--- config.mk ---
export PLATFORM = sky130hd
export DESIGN_NAME = tree_debias
export DESIGN_NICKNAME = d
export VERILOG_FILES = /design/src/rtl/tdb_pkg.sv /design/src/rtl/tdb_pair.sv /design/src/rtl/tdb_vn_fifo.sv /design/src/rtl/tree_debias.sv
export SDC_FILE = /design/constraint.sdc
export NUM_CORES = 1
export LEC_CHECK = 0
export ABC_AREA = 1
export BUFFER_PORTS_ARGS = -buffer_cell sky130_fd_sc_hd__buf_2
export CAP_MARGIN = 30
export CORE_ASPECT_RATIO = 1.25
export CORE_MARGIN = 4
export CORE_UTILIZATION = 40
export CTS_CLUSTER_SIZE = 25
export DETAILED_ROUTE_END_ITERATION = 10
export PLACE_DENSITY_LB_ADDON = 0.15
export SLEW_MARGIN = 20
export SYNTH_ARGS = -nofsm -noshare
export SYNTH_HDL_FRONTEND = slang
export SYNTH_SLANG_ARGS = --single-unit
--- constraint.sdc ---
create_clock -name clk -period 5.4 [get_ports clk]
set_input_delay 0.27 -clock clk [delete_from_list [all_inputs] [get_ports clk]]
set_output_delay 0.27 -clock clk [all_outputs]
set_load 0.01 [all_outputs]
--- src/rtl/tdb_pkg.sv ---
package tdb_pkg;

    localparam int SHAPE_MAX = 64;
    localparam int SHAPE_IW  = $clog2(SHAPE_MAX);

    typedef enum logic {
        PE_WAIT_FIRST = 1'b0,
        PE_HOLD_FIRST = 1'b1
    } pe_state_t;

    // character p of the string, counted from the first character
    function automatic logic shape_char(logic [SHAPE_MAX-1:0] s, int len, int p);
        return s[SHAPE_IW'(len - 1 - p)];
    endfunction

    function automatic int count_nodes(logic [SHAPE_MAX-1:0] s, int len);
        int c = 0;
        for (int p = 0; p < len; p++) begin
            if (shape_char(s, len, p)) c++;
        end
        return c;
    endfunction

    // number of '1' characters strictly before position p
    function automatic int nodes_before(logic [SHAPE_MAX-1:0] s, int len, int p);
        int c = 0;
        for (int q = 0; q < p; q++) begin
            if (shape_char(s, len, q)) c++;
        end
        return c;
    endfunction

    function automatic int node_pos(logic [SHAPE_MAX-1:0] s, int len, int k);
        int c   = 0;
        int res = -1;
        for (int p = 0; p < len; p++) begin
            if (shape_char(s, len, p)) begin
                if (c == k) res = p;
                c++;
            end
        end
        return res;
    endfunction

    // position of the '0' that closes the left subtree of the node at p
    function automatic int close_pos(logic [SHAPE_MAX-1:0] s, int len, int p);
        int depth = 0;
        int res   = -1;
        for (int q = p + 1; q < len; q++) begin
            if (res < 0) begin
                if (shape_char(s, len, q)) depth++;
                else if (depth == 0) res = q;
                else depth--;
            end
        end
        return res;
    endfunction

    function automatic int parent_node(logic [SHAPE_MAX-1:0] s, int len, int k);
        int p   = node_pos(s, len, k);
        int res = -1;
        if (p > 0) begin
            if (shape_char(s, len, p - 1)) begin
                res = nodes_before(s, len, p - 1);
            end else begin
                for (int q = 0; q < p - 1; q++) begin
                    if (shape_char(s, len, q) && close_pos(s, len, q) == p - 1)
                        res = nodes_before(s, len, q);
                end
            end
        end
        return res;
    endfunction

    function automatic logic is_left_child(logic [SHAPE_MAX-1:0] s, int len, int k);
        int p = node_pos(s, len, k);
        return (p > 0) && shape_char(s, len, p - 1);
    endfunction

endpackage

--- src/rtl/tdb_pair.sv ---
module tdb_pair
    import tdb_pkg::*;
(
    input  logic clk,
    input  logic rst_n,
    input  logic in_valid,
    input  logic in_bit,
    output logic pair_valid,
    output logic pair_first,
    output logic pair_second
);

    pe_state_t state_q;
    pe_state_t state_d;
    logic      first_q;

    always_comb begin
        state_d = state_q;
        unique case (state_q)
            PE_WAIT_FIRST: if (in_valid) state_d = PE_HOLD_FIRST;
            PE_HOLD_FIRST: if (in_valid) state_d = PE_WAIT_FIRST;
            default:       state_d = PE_WAIT_FIRST;
        endcase
    end

    always_ff @(posedge clk or negedge rst_n) begin
        if (!rst_n) begin
            state_q <= PE_WAIT_FIRST;
            first_q <= 1'b0;
        end else begin
            state_q <= state_d;
            if (in_valid && state_q == PE_WAIT_FIRST) first_q <= in_bit;
        end
    end

    always_comb begin
        pair_valid  = in_valid && (state_q == PE_HOLD_FIRST);
        pair_first  = first_q;
        pair_second = in_bit;
    end

endmodule

--- src/rtl/tdb_vn_fifo.sv ---
module tdb_vn_fifo #(
    parameter int NIN = 4,
    parameter int AW  = 4
) (
    input  logic          clk,
    input  logic          rst_n,
    input  logic [NIN-1:0] wr_valid,
    input  logic [NIN-1:0] wr_bit,
    output logic          out_valid,
    output logic          out_bit,
    input  logic          out_ready,
    output logic [AW:0]   fill,
    output logic          space_ok
);

    localparam int DEPTH = 1 << AW;
    localparam int FW    = AW + 1;

    logic [DEPTH-1:0] mem_q;
    logic [AW-1:0]    wr_ptr_q;
    logic [AW-1:0]    rd_ptr_q;
    logic [FW-1:0]    fill_q;
    logic [FW-1:0]    ofs [NIN+1];
    logic             pop;

    // running offset of each writer inside this cycle's burst
    assign ofs[0] = '0;
    for (genvar k = 0; k < NIN; k++) begin : g_ofs
        assign ofs[k+1] = ofs[k] + FW'(wr_valid[k]);
    end

    assign out_valid = (fill_q != '0);
    assign out_bit   = mem_q[rd_ptr_q];
    assign pop       = out_valid && out_ready;
    assign fill      = fill_q;
    assign space_ok  = (FW'(DEPTH) - fill_q) >= FW'(NIN);

    always_ff @(posedge clk) begin
        for (int k = 0; k < NIN; k++) begin
            if (wr_valid[k]) mem_q[wr_ptr_q + ofs[k][AW-1:0]] <= wr_bit[k];
        end
    end

    always_ff @(posedge clk or negedge rst_n) begin
        if (!rst_n) begin
            wr_ptr_q <= '0;
            rd_ptr_q <= '0;
            fill_q   <= '0;
        end else begin
            wr_ptr_q <= wr_ptr_q + ofs[NIN][AW-1:0];
            rd_ptr_q <= rd_ptr_q + AW'(pop);
            fill_q   <= fill_q + ofs[NIN] - FW'(pop);
        end
    end

endmodule

--- src/rtl/tree_debias.sv ---
module tree_debias
    import tdb_pkg::*;
#(
    parameter int                   SHAPE_LEN = 8,
    parameter logic [SHAPE_MAX-1:0] SHAPE     = 64'b11100100,
    parameter int                   FIFO_AW   = 4
) (
    input  logic clk,
    input  logic rst_n,
    input  logic raw_bit,
    input  logic raw_valid,
    output logic raw_ready,
    output logic out_bit,
    output logic out_valid,
    input  logic out_ready
);

    localparam int N_ELEM = count_nodes(SHAPE, SHAPE_LEN);
    localparam int FILL_W = FIFO_AW + 1;

    logic [N_ELEM-1:0] e_in_valid;
    logic [N_ELEM-1:0] e_in_bit;
    logic [N_ELEM-1:0] pair_v;
    logic [N_ELEM-1:0] pair_a;
    logic [N_ELEM-1:0] pair_b;
    logic [N_ELEM-1:0] vn_valid;
    logic [N_ELEM-1:0] vn_bit;
    logic [FILL_W-1:0] fifo_fill;
    logic              space_ok;

    assign raw_ready = space_ok;

    for (genvar k = 0; k < N_ELEM; k++) begin : g_node
        localparam int   PARENT  = parent_node(SHAPE, SHAPE_LEN, k);
        localparam logic ON_LEFT = is_left_child(SHAPE, SHAPE_LEN, k);

        if (k == 0) begin : g_root
            assign e_in_valid[k] = raw_valid && space_ok;
            assign e_in_bit[k]   = raw_bit;
        end else if (ON_LEFT) begin : g_left
            // parity stream of the parent
            assign e_in_valid[k] = pair_v[PARENT];
            assign e_in_bit[k]   = pair_a[PARENT] ^ pair_b[PARENT];
        end else begin : g_right
            // residual stream of the parent
            assign e_in_valid[k] = pair_v[PARENT] && (pair_a[PARENT] == pair_b[PARENT]);
            assign e_in_bit[k]   = pair_a[PARENT];
        end

        tdb_pair u_pair (
            .clk         (clk),
            .rst_n       (rst_n),
            .in_valid    (e_in_valid[k]),
            .in_bit      (e_in_bit[k]),
            .pair_valid  (pair_v[k]),
            .pair_first  (pair_a[k]),
            .pair_second (pair_b[k])
        );

        assign vn_valid[k] = pair_v[k] && (pair_a[k] != pair_b[k]);
        assign vn_bit[k]   = pair_b[k];
    end

    tdb_vn_fifo #(
        .NIN (N_ELEM),
        .AW  (FIFO_AW)
    ) u_fifo (
        .clk       (clk),
        .rst_n     (rst_n),
        .wr_valid  (vn_valid),
        .wr_bit    (vn_bit),
        .out_valid (out_valid),
        .out_bit   (out_bit),
        .out_ready (out_ready),
        .fill      (fifo_fill),
        .space_ok  (space_ok)
    );

endmodule

==> results.md, run 1 <==
Synth:
- Of the total synthesized cell area, the portion taken by XOR and XNOR cells is 0.03972.
- The number of different library cells used by synthesis comes to 42.
- Among all flip-flop cells after synthesis, the most frequent one is dfrtp_1.
- The mux share of post-synthesis cell area is 0.
- The number of nets in the synthesized netlist is 595.
- The share of the synthesized area in compound gates (AO/OA/AOI/OAI) was 0.08044.
- By area the synthesized netlist is led by nand2_1 16%, dfrtp_1 14%, ha_1 11%, nand3_1 8.7%, dfxtp_1 8.5%.
- In this run the mean area of a mapped cell was 6.766 um^2.
- The number of flops mapped to enable cells by yosys is 0.
- The top cell type by total area after synthesis is nand2_1.
- The post-synthesis instance total is 554.
- The dominant combinational cell family by area after synthesis is simple AND/OR/NAND/NOR gates.
- Of the synthesized area, sequential elements account for 0.2256.
- The share of synthesized area in the top cell type comes to 0.1572.
- The async set or reset register ratio after synthesis is 0.5676.
- The count of warnings emitted by yosys is 0.
- nand2_1 is the most common cell in the netlist.
- The combined area of all synthesized cells is 3749 um^2.
- The synthesized flop and latch total is 37.
- Of the total synthesized cell area, the portion taken by AND, OR, NAND and NOR gates is 0.4156.
- The fraction of the mapped netlist area in adder cells is 0.1262.
- The commonest cells after synthesis are 157 x nand2_1, 77 x inv_1, 65 x nand3_1.

STA:
- The final critical path time including I/O delays and setup is 4746 ps.
- In the finished design, the share of the clock period the worst path needs comes to 0.8790.
- Setup repair after global routing left no endpoint under its margin.
- Setup violations remaining at the end of the flow were counted as 0.
- The final count of hold timing violations was 0.
- The fmax is 0.2107 GHz.
- Setup slack on the critical path of the routed design comes to 653.6 ps.
- Setup total negative slack on the finished layout was measured at 0 ps.
- At the pin with the least slew margin, the transition time is 709.0 ps.
- Measured against its own limit, the worst slew margin works out to 0.5274.
- For the final database, setup skew stands at 10.26 ps.
- The number of pins with negative max-slew slack in the final report was 0.

Run:
- The tool flagged a number of max-cap violations equal to 0.

Clock network:
- The clock reaches the later pin of the worst-skew pair after 290 ps.
- The number of levels in the clock H-tree is 2.
- After clock tree synthesis, the clock-pin slew on the worst setup and hold paths is 60 ps.
- The number of clock sinks is 37.
- The clock root buffer master is clkbuf_16.
- TritonCTS built the clock tree.
- After clock tree synthesis, the setup repair step added 0 buffers.
- Buffers inserted during clock tree synthesis total 5.
- The longest clock path from root to sink contains 2 buffers.

Worst hold path:
- The startpoint of the lowest-slack hold path is raw_bit.
- The class of the worst hold path is in2reg.

Worst setup path:
- At the worst endpoint, the required time is 5610 ps.
- Tracing the worst setup path back leads to its startpoint at u_fifo.fill[0]$_DFF_PN0_.
- The largest fanout on the critical path is 9.
- The worst register-to-register path begins at u_fifo.fill[0]$_DFF_PN0_.
- For the worst setup path, the data arrival time is 4960 ps.
- The kind of critical path is reg2reg.
- The critical path startpoint category is a register.
- The worst setup path is captured at a register.

Final layout:
- The total number of nets in the final design is 602.
- The area growth from synthesis to layout is 7.076%.
- The ratio of cells with drive above 1 in the final layout is 0.1050.
- The repair_antennas step left the layout with diodes totalling 0.

Floorplanning:
- The core region is 9125 um^2.
- In this run the core area contains 39 standard-cell rows.
- For this configuration, the core starts out at a cell density of 0.4108.
- The height of the chip is 116.2 um.
- The width of the chip is 94.59 um.
- The die covers 10990 um^2.
- The I/O pin count is 8.

Route:
- The number of DRC markers in iteration 0 is 210.
- The wire length per cell after detailed routing is 15.34 um.
- Once detail routing completed, the nets flagged for antenna violations numbered 0.
- The DRC violation count after routing is 0.
- In the routed layout, each cell is associated on average with a via count of 5.114.
- The final layout contains routed wiring with a total length of 10.51 mm.
- The detailed-route via count is 3503.
- The first-pass iteration count of the detailed router is 5.

GRT:
- The first-pass GRT wire length is 17.19 mm.
- The residual overflow from global routing is 0.
- The largest net degree at the start of global routing is 22.
- The total global routing track utilization is 0.2059.
- The number of global-route vias before repair came to 3226.
- The number of antenna violations at the first check in global routing is 0.

Placement:
- The worst slack at placement is 612.5 ps.
- Buffers placed on the I/O ports in this run total 7.
- The weighted congestion at the end of routability-driven global placement is 0.9507.
- The half-perimeter wire length after placement is 8.387 mm.

Power and ir drop:
- In this run the power density over the cells is 593.0 nW/um^2.
- The sequential share of power is 0.252.
- The internal power is 0.001067 W.
- The analysis attributes to net switching a power of 0.001313 W.
- The clock power share is 0.131.
- The switching portion of total power is 0.5517.
- The power share of the combinational group is 0.617.
- In this run the static leakage power is 2.039 nW.
- VDD sags by at most 0.0002926 V.

Run status:
- The flow ran to the end, and the final reports show no timing, DRC or antenna violations.
==> metal layers <==
metal,global-route usage,up-vias,part of all wire
li1,-,1801,-
met1,0.2511,1618,0.42
met2,0.3674,69,0.52
met3,0.02191,15,0.028
met4,0.08566,0,0.030
met5,0,-,0
==> cell families (layout without fill, tap and decap cells) <==
kind of cell	Yosys count	in the layout
compound gates	53	53
xor+xnor	17	17
fa+ha+maj	36	36
buf+inv	93	101
flops	37	37
simple gates	318	318
==> sequential cells by signal (all words and copies together), names as in the netlist <==
name and cells:
g_node.u_pair.pair_first 4, g_node.u_pair.state_q 4, u_fifo.fill 5, u_fifo.mem_q 16
u_fifo.rd_ptr_q 4, u_fifo.wr_ptr_q 4
==> per-stage QoR <==
stage                       util  instances  instance area (um^2)  hold slack (ps)  total power [W]
after global routing      0.4399        685                  4014            332.4         0.002629
after detailed placement  0.4220        676                  3851            278.0         0.002074
after global placement    0.4220        676                  3851            272.0         0.002056
after floorplan                -        554                  3749           -25.59         0.001733
final                     0.4399        685                  4014            310.0         0.002380
after CTS                 0.4399        685                  4014            304.3         0.002393
==> cell usage in the layout (no fill, tap or decap), drive strengths merged, types with 15 or more instances in the layout <==
master,n
a21oi,15
nand4,15
nand2,169
inv,81
o21ai,28
dfxtp,16
dfrtp,21
nor2,56
ha,33
nand3,70
==> worst max-delay path, cell delays in order, from the launching register on <==
cell and delay (ps):
dfrtp_1 380, nor2_1 140, nand2_1 80, nor2_1 90, ha_1 240, a21boi_0 260
ha_1 330, ha_1 380, nand2_4 170, inv_1 170, ha_1 280, ha_1 330
ha_1 200, ha_1 340, inv_1 60, ha_1 260, inv_1 60, fa_1 450
nand2_1 90, nand2_1 50, a21oi_1 150, xor2_1 150
==> area by class of cell <==
type | count | area (um^2)
Timing Repair Buffer | 11 | 67.56
Tap cell | 123 | 153.9
Multi-Input combinational cell | 424 | 2481
Sequential cell | 37 | 845.8
Inverter | 82 | 312.8
Clock inverter | 2 | 13.76
Clock buffer | 6 | 138.9
Fill cell | 981 | 5111
==> worst paths after layout <==
check / end / slack [ps] / depth (start not counted)
min in group asynchronous: g_node[3].u_pair.state_q$_DFF_PN0_ / 490 / 2
max in group asynchronous: u_fifo.rd_ptr_q[1]$_DFF_PN0_ / 4560 / 2
hold reg to reg: u_fifo.rd_ptr_q[3]$_DFF_PN0_ / 490 / 1
setup / recovery: u_fifo.fill[4]$_DFF_PN0_ / 650 / 21
hold / removal: g_node[0].u_pair.pair_first$_DFFE_PN0P_ / 310 / 3
setup reg to reg: u_fifo.fill[4]$_DFF_PN0_ / 650 / 21
==> power groups by stage <==
| stage | logic, W | clock network (W) | registers [W] |
|---|---|---|---|
| floorplan | 0.00123 | 0 | 0.000504 |
| global placement | 0.00145 | 0 | 0.000602 |
| detailed placement | 0.00147 | 0 | 0.000605 |
| CTS | 0.00148 | 0.000317 | 0.000599 |
| global route | 0.00168 | 0.000327 | 0.000621 |
| finish | 0.00147 | 0.000313 | 0.000600 |
==> what timing repair did <==
action                    CTS  global route
hold endpoints to repair   21             0
hold buffers                1             0
gates resized for setup     0             0
No activity file was read; power rests on OpenSTA's default activity.
==> inputs of run 2 (changes only) <==
Settings changed: CAP_MARGIN 30 to not set, SYNTH_HIERARCHICAL set to 1.
==> results.md, run 2 <==
Run status:
- Outcome: finished clean (unchanged).

Synth:
- The average cell area after synthesis came to 6.448 um^2 (was 6.766 um^2).
- Synth area leaders: nand2_1 15%, dfrtp_1 14%, nand3_1 12%, ha_1 11%, inv_1 10% (was nand2_1 16%, dfrtp_1 14%, ha_1 11%, nand3_1 8.7%, dfxtp_1 8.5%).
- The area share of the largest cell type after synthesis is 0.1451 (was 0.1572).
- The synthesized flop and latch total was 37 (unchanged).
- The async set or reset register ratio after synthesis is 0.5676 (unchanged).
- Commonest cells in the synthesized netlist: 148 x nand2_1, 104 x inv_1, 91 x nand3_1 (was 157 x nand2_1, 77 x inv_1, 65 x nand3_1).
- The number of nets in the synthesized netlist is 636 (was 595).
- The sequential-to-total area share from yosys stat is 0.2208 (was 0.2256).
- The top cell type by total area after synthesis was nand2_1 (unchanged).
- The number of flops mapped to enable cells by yosys is 0 (unchanged).
- The count of warnings emitted by yosys is 6 (was 0).
- The post-synthesis cell type count is 37 (was 42).
- The most numerous cell in the Yosys netlist is nand2_1 (unchanged).
- The combined area of all synthesized cells is 3830 um^2 (was 3749 um^2).
- The post-synthesis instance total was 594 (was 554).
- The primary flip-flop cell chosen by synthesis mapping is dfrtp_1 (unchanged).

Route:
- The total wire length is 10.44 mm (was 10.51 mm).
- The number of vias per cell is 5.130 (was 5.114).
- The first-pass iteration count of the detailed router is 5 (unchanged).
- The DRC violation count after routing is 0 (unchanged).
- The number of DRC markers in iteration 0 is 309 (was 210).
- The detailed-route via count is 3699 (was 3503).
- The wire length per cell after detailed routing is 14.48 um (was 15.34 um).
- The final antenna-violating net count is 0 (unchanged).

Floorplanning:
- The total number of placement rows came to 39 (unchanged).
- The I/O pin count is 8 (unchanged).
- The height of the chip is 117.4 um (was 116.2 um).
- The area enclosed by the die boundary is 11210 um^2 (was 10990 um^2).
- The initial core utilization is 0.4153 (was 0.4108).
- The width of the chip is 95.52 um (was 94.59 um).
- The core outline area is 9223 um^2 (was 9125 um^2).

Clock network:
- The number of levels in the clock H-tree was 2 (unchanged).
- The total setup buffers inserted after CTS was 0 (unchanged).
- The number of buffers inserted during clock tree synthesis was 5 (unchanged).
- The largest buffer count on any clock path is 2 (unchanged).
- The clock tree from TritonCTS is built (unchanged).
- The number of clock sinks is 37 (unchanged).
- The clock latency reported for the late side of the worst-skew pair was 280 ps (was 290 ps).
- The clock root buffer master is clkbuf_16 (unchanged).
- The clock-pin transition on the worst setup and hold timing paths is 60 ps (about the same).

Worst setup path:
- The top cell family by delay on the critical path is adder cells (unchanged).
- Cells traversed along the worst timing path: nor4_1 -> ha_1 -> o21ai_0 -> nand2_1 -> inv_1 -> ha_1 -> ha_1 -> ha_1 -> nand2_1 -> nor2_1 -> fa_1 -> ha_1 -> ha_1 -> inv_1 -> ha_1 -> fa_1 -> o21ai_0 -> xor2_1 (was nor2_1 -> nand2_1 -> nor2_1 -> ha_1 -> a21boi_0 -> ha_1 -> ha_1 -> nand2_4 -> inv_1 -> ha_1 -> ha_1 -> ha_1 -> ha_1 -> inv_1 -> ha_1 -> inv_1 -> fa_1 -> nand2_1 -> nand2_1 -> a21oi_1 -> xor2_1).
- The largest fanout on the critical path is 4 (was 9).
- The combined buffer and inverter count along the critical path was 2 (was 3).
- The largest stage delay on the critical path was 510 ps (was 450 ps).
- The arrival time reported for the critical path endpoint was 4760 ps (was 4960 ps).
- The required time at the worst-slack endpoint is 5610 ps (about the same).
- The cell with the largest stage delay on the worst path is fa_1 (unchanged).
- The element type at the critical path end is a register (unchanged).
- The critical path startpoint category was a register (unchanged).
- The kind of critical path is reg2reg (unchanged).
- The most frequent cell on the critical path is ha_1 (unchanged).

Final layout:
- The count of inserted antenna diode cells is 0 (unchanged).
- Most frequent cells in the layout: 148 x nand2_1, 104 x inv_1, 91 x nand3_1 (was 157 x nand2_1, 77 x inv_1, 65 x nand3_1).
- The area used by multi-input combinational logic is 2435 um^2 (was 2481 um^2).
- The leading cell type in the layout, fill and taps excluded is nand2_1 (unchanged).
- The ratio of cells with drive above 1 in the final layout is 0.08696 (was 0.1050).
- The total area of sequential cells was 845.8 um^2 (unchanged).
- The flip-flop count of the largest register after layout is 16 (unchanged).
- The area growth from synthesis to layout came to 7.089% (was 7.076%).
- The total number of nets in the final design is 639 (was 602).
- The number of fillers in the final layout is 978 (was 981).

GRT:
- The first-pass GRT wire length came to 17.17 mm (was 17.19 mm).
- The number of antenna violations at the first check in global routing is 0 (unchanged).
- The number of global-route vias before repair is 3394 (was 3226).
- The largest net degree at the start of global routing is 22 (unchanged).
- The residual overflow from global routing is 0 (unchanged).
- The total global routing track utilization is 0.1962 (was 0.2059).

STA:
- The period utilization is 0.8432 (was 0.8790).
- The worst-case headroom to the max-slew limit is 0.4429 (was 0.5274).
- The worst-margin pin slew is 829.2 ps (was 709.0 ps).
- The final critical path time including I/O delays and setup is 4553 ps (was 4746 ps).
- The worst clock skew is 3.896 ps (was 10.26 ps).
- The number of pins with negative max-slew slack in the final report is 0 (unchanged).
- The fmax is 0.2196 GHz (was 0.2107 GHz).
- The final setup TNS came to 0 ps (unchanged).
- Unrepaired setup endpoints after global routing: false (unchanged).
- The final count of hold timing violations was 0 (unchanged).
- The final setup violation count is 0 (unchanged).

Placement:
- The total of buffers placed on input and output ports is 7 (unchanged).
- The weighted congestion at the end of routability-driven global placement is 0.9025 (was 0.9507).
- The half-perimeter wire length after placement came to 8.373 mm (was 8.387 mm).

Power and ir drop:
- The areal power density over the cells is 576.1 nW/um^2 (was 593.0 nW/um^2).
- The total design power is 0.002363 W (was 0.002380 W).
- The worst ir drop on vdd is 0.0003488 V (was 0.0002926 V).
- The leakage component of the power came to 2.194 nW (was 2.039 nW).

Run:
- The reported max-cap violation count was 0 (unchanged).

Worst hold path:
- The class of the worst hold path is in2reg (unchanged).
## run 2: changes by cell type in the layout (fill, tap and decap cells not counted), moves of 3 or more
cell / change
inv_1: +27
nand3_1: +26
nand4_1: +17
a21oi_1: -11
nand2_1: -9
o21ai_1: -7
nor2_4: -6
nor2_1: +5
xor2_1: -5
buf_4: +4
nor3_1: +4
nor3_2: +3
o21ai_0: -3
## run 2: kinds of logic (layout without fill, tap and decap cells)
logic type | after synthesis | in the layout | share of synthesized area
buffers and inverters | 127 | 131 | 0.1434
XOR/XNOR | 13 | 13 | 0.03365
AND/OR/NAND/NOR | 353 | 353 | 0.4335
adder cells (fa/ha/maj) | 37 | 37 | 0.1287
AO/OA/AOI/OAI | 27 | 27 | 0.03986
flip-flops | 37 | 37 | 0.2208
## run 2: area by class of cell
| cell class | count | area share |
|---|---|---|
| Clock buffer | 7 | 0.03722 |
| Clock inverter | 1 | 0.002135 |
| Inverter | 108 | 0.09945 |
| Multi-Input combinational cell | 430 | 0.5937 |
| Sequential cell | 37 | 0.2062 |
| Tap cell | 123 | 0.03752 |
| Timing Repair Buffer | 15 | 0.02380 |
## run 2: per-layer routing
metal / vias up / routed length (um) / global-route usage
li1: 1906 / - / -
met1: 1686 / 4584 / 0.2514
met2: 88 / 5232 / 0.3345
met3: 19 / 326 / 0.02049
met4: 0 / 295 / 0.06940
met5: - / 0 / 0
## run 2: metrics by stage
| step | utilization | hold slack (ps) | worst slack [ps] | instances | instance area, um^2 |
|---|---|---|---|---|---|
| global route | 0.4447 | 399.3 | 509.0 | 721 | 4101 |
| detailed placement | 0.4261 | 259.8 | 811.4 | 712 | 3930 |
| floorplan | - | -25.59 | 1129 | 594 | 3830 |
| CTS | 0.4447 | 365.6 | 792.6 | 721 | 4101 |
| finish | 0.4447 | 379.8 | 847.0 | 721 | 4101 |
| global placement | 0.4261 | 261.9 | 996.1 | 712 | 3930 |
## run 2: worst min-delay path, cell delays in order
cell and delay, ps:
buf_2 200, nand2_1 90, nand2_1 50
## run 2: what timing repair did
item,CTS,global route
resized for setup,0,0
hold endpoints to repair,21,0
hold buffers,1,0
## run 2: report_power, final
group	switching, W	internal (W)	total (W)
logic	0.00100	0.000474	0.00147
clock network	0.000116	0.000198	0.000314
registers	0.000158	0.000416	0.000574
total	0.00128	0.00109	0.00236
## run 2: final timing paths
kind                                                         start  cells after the start  slack (ps)                                 endpoint
max                                       u_fifo/fill[3]$_DFF_PN0_                     18         850                 u_fifo/fill[4]$_DFF_PN0_
min                                                        raw_bit                      3         380  g_node[0].u_pair/pair_first$_DFFE_PN0P_
max reg2reg                               u_fifo/fill[3]$_DFF_PN0_                     18         850                 u_fifo/fill[4]$_DFF_PN0_
min reg2reg                g_node[0].u_pair/pair_first$_DFFE_PN0P_                      2         500  g_node[0].u_pair/pair_first$_DFFE_PN0P_
max in group asynchronous                                    rst_n                      2        4580             u_fifo/wr_ptr_q[3]$_DFF_PN0_
min in group asynchronous                                    rst_n                      2         480  g_node[1].u_pair/pair_first$_DFFE_PN0P_
==> inputs of run 3 (changes only) <==
Clock period 5.4 ns to 4.4 ns, I/O delays scaled along.
==> results.md, run 3 (synthesis results as in run 2) <==
Worst setup path:
- The kind of critical path is reg2reg (unchanged).
- The reg-to-reg critical path endpoint is u_fifo/fill[4]$_DFF_PN0_ (unchanged).
- The source of the critical timing path is u_fifo/fill[3]$_DFF_PN0_ (unchanged).
- The cell with the largest stage delay on the worst path is fa_1 (unchanged).
- The element type at the critical path end is a register (unchanged).
- Cells traversed along the worst timing path: nor4_4 -> ha_1 -> o21ai_0 -> nand2_1 -> inv_1 -> ha_1 -> ha_2 -> ha_1 -> nand2_1 -> nor2_4 -> fa_1 -> ha_1 -> ha_1 -> inv_1 -> ha_1 -> fa_2 -> o21ai_1 -> xor2_1 (was nor4_1 -> ha_1 -> o21ai_0 -> nand2_1 -> inv_1 -> ha_1 -> ha_1 -> ha_1 -> nand2_1 -> nor2_1 -> fa_1 -> ha_1 -> ha_1 -> inv_1 -> ha_1 -> fa_1 -> o21ai_0 -> xor2_1).
- The cell depth of the worst flop-to-flop path is 18 (unchanged).
- The required time at the worst-slack endpoint was 4600 ps (was 5610 ps).
- The most frequent cell on the critical path was ha_1 (unchanged).
- The critical path startpoint category is a register (unchanged).
- The largest stage delay on the critical path came to 470 ps (was 510 ps).
- The arrival time reported for the critical path endpoint came to 4300 ps (was 4760 ps).
- The slack of the worst reg-to-reg path is 300 ps (was 850 ps).
- The critical register-to-register path startpoint is u_fifo/fill[3]$_DFF_PN0_ (unchanged).
- The largest fanout on the critical path is 3 (was 4).

Placement:
- The total of buffers placed on input and output ports is 7 (unchanged).
- The weighted congestion at the end of routability-driven global placement is 0.8840 (was 0.9025).
- The number of placed instances, taps included is 722 (was 712).
- The half-perimeter wire length after placement is 8.305 mm (was 8.373 mm).

Route:
- The total wire length is 10.34 mm (was 10.44 mm).
- The detailed-route via count is 3740 (was 3699).
- The first-pass iteration count of the detailed router is 5 (unchanged).
- The detailed route wirelength on metal2 is 5.509 mm (was 5.232 mm).
- The DRC violation count after routing is 0 (unchanged).
- The number of DRC markers in iteration 0 came to 268 (was 309).
- The highest signal layer in the routed design is met4 (unchanged).
- The wire length per cell after detailed routing was 14.12 um (was 14.48 um).
- The met1 layer wirelength in the final routing is 4.271 mm (was 4.584 mm).
- The number of vias per cell is 5.109 (was 5.130).
- The length of routed met3 wiring was 339 um (was 326 um).
- The final antenna-violating net count is 0 (unchanged).

GRT:
- The largest net degree at the start of global routing is 22 (unchanged).
- The number of global-route vias before repair is 3539 (was 3394).
- The first-pass GRT wire length was 17.20 mm (was 17.17 mm).
- The residual overflow from global routing is 0 (unchanged).
- The total global routing track utilization is 0.1964 (was 0.1962).
- The number of antenna violations at the first check in global routing is 0 (unchanged).

Final layout:
- The count of inserted antenna diode cells is 0 (unchanged).
- The flip-flop count of the largest register after layout is 16 (unchanged).
- The total area of sequential cells is 845.8 um^2 (unchanged).
- The final cell count without fillers is 732 (was 721).
- The area growth from synthesis to layout is 10.06% (was 7.089%).
- The total number of nets in the final design came to 650 (was 639).
- The number of fillers in the final layout came to 960 (was 978).
- The area used by multi-input combinational logic is 2475 um^2 (was 2435 um^2).
- Most frequent cells in the layout: 148 x nand2_1, 104 x inv_1, 91 x nand3_1 (unchanged).
- The leading cell type in the layout, fill and taps excluded is nand2_1 (unchanged).
- The utilization after layout is 0.4571 (was 0.4447).
- The ratio of cells with drive above 1 in the final layout was 0.1117 (was 0.08696).

Clock network:
- The number of clock sinks came to 37 (unchanged).
- The clock root buffer master is clkbuf_16 (unchanged).
- The clock latency reported for the late side of the worst-skew pair is 280 ps (about the same).
- The number of levels in the clock H-tree is 2 (unchanged).
- The largest buffer count on any clock path is 2 (unchanged).
- The clock-pin transition on the worst setup and hold timing paths came to 60 ps (about the same).
- The number of buffers inserted during clock tree synthesis is 5 (unchanged).
- The clock tree from TritonCTS was built (unchanged).

STA:
- The final setup violation count is 0 (unchanged).
- The final critical path time including I/O delays and setup is 4101 ps (was 4553 ps).
- The fmax came to 0.2438 GHz (was 0.2196 GHz).
- The final setup TNS is 0 ps (unchanged).
- Unrepaired setup endpoints after global routing: false (unchanged).
- The period utilization is 0.9320 (was 0.8432).
- The worst clock skew is 5.865 ps (was 3.896 ps).
- The final count of hold timing violations came to 0 (unchanged).
- The number of pins with negative max-slew slack in the final report is 0 (unchanged).
- The hold slack is 312.3 ps (was 379.8 ps).
- The worst-margin pin slew came to 712.3 ps (was 829.2 ps).
- The worst-case headroom to the max-slew limit is 0.5252 (was 0.4429).

Floorplanning:
- The area enclosed by the die boundary came to 11210 um^2 (unchanged).
- The core outline area is 9223 um^2 (unchanged).
- The initial core utilization is 0.4153 (unchanged).
- The height of the chip came to 117.4 um (unchanged).
- The total number of placement rows was 39 (unchanged).
- The width of the chip is 95.52 um (unchanged).
- The I/O pin count is 8 (unchanged).

Worst hold path:
- The worst min-delay path endpoint is g_node[0].u_pair/pair_first$_DFFE_PN0P_ (unchanged).
- The hold path depth was 3 (unchanged).
- The class of the worst hold path is in2reg (unchanged).
- The startpoint of the lowest-slack hold path was raw_bit (unchanged).

Power and ir drop:
- The sequential share of power is 0.253 (was 0.243).
- The switching portion of total power is 0.5349 (was 0.5397).
- The clock power share is 0.122 (was 0.133).
- The total design power is 0.002958 W (was 0.002363 W).
- The areal power density over the cells came to 701.7 nW/um^2 (was 576.1 nW/um^2).
- The power share of the combinational group is 0.625 (was 0.624).
- The total net switching power is 0.001582 W (was 0.001275 W).
- The internal power was 0.001376 W (was 0.001088 W).
- The leakage component of the power came to 2.246 nW (was 2.194 nW).
- The worst ir drop on vdd was 0.0004847 V (was 0.0003488 V).

Run status:
- Outcome: finished clean (unchanged).

Run:
- The reported max-cap violation count is 0 (unchanged).
==> run 3: how the worst max path moves through the flow <==
stage | endpoint | depth (start not counted) | slack [ps]
final | u_fifo/fill[4]$_DFF_PN0_ | 18 | 300
after global routing | u_fifo/fill[3]$_DFF_PN0_ | 20 | 50
after CTS | u_fifo/fill[4]$_DFF_PN0_ | 18 | 8
after detailed placement | u_fifo/fill[4]$_DFF_PN0_ | 18 | -40
after global placement | u_fifo/fill[4]$_DFF_PN0_ | 18 | 110
after floorplan | u_fifo/fill[4]$_DFF_PN0_ | 18 | 130
==> run 3: metrics by stage <==
stage               instance area, um^2  setup WS, ps
detailed placement                 4005        -42.20
CTS                                4174         8.400
global route                       4215         52.25
floorplan                          3830         129.3
global placement                   4005         112.6
finish                             4215         299.1
==> run 3: cell type report <==
| type | count | share of cell area |
|---|---|---|
| sequential | 37 | 0.2007 |
| multi-input combinational | 430 | 0.5871 |
| tap | 123 | 0.03651 |
| timing repair buffer | 26 | 0.04274 |
| clock buffer | 6 | 0.03295 |
| clock inverter | 2 | 0.003265 |
| inverter | 108 | 0.09676 |
==> run 3: repair_timing <==
action | CTS | global route
pin swaps | 0 | 2
hold endpoints to repair | 21 | 0
hold buffers | 1 | 0
buffers inserted | 0 | 1
endpoints found under the setup margin | 1 | 4
gates resized for setup | 1 | 7
==> run 3: power groups by stage <==
stage / combinational (W) / sequential, W / clock, W
after global routing: 0.00210 / 0.000774 / 0.000389
after floorplan: 0.00150 / 0.000616 / 0
after global placement: 0.00178 / 0.000735 / 0
after CTS: 0.00182 / 0.000737 / 0.000371
final: 0.00185 / 0.000748 / 0.000361
after detailed placement: 0.00181 / 0.000739 / 0
==> run 3: metal layers <==
layer | up-vias | GRT usage
met5 | - | 0
met4 | 0 | 0.05427
met3 | 16 | 0.02113
met2 | 90 | 0.3584
met1 | 1712 | 0.2368
li1 | 1922 | -
==> run 3: critical path, delay by kind of cell, from the launching register on <==
family                     cells  cell delay (ps)
AOI/OAI and AO/OA              2              250
xor gates and xnor gates       1              150
adders and majority gates      9             2500
buffers and inverters          2              150
DFF                            1              400
and+or+nand+nor                4              560
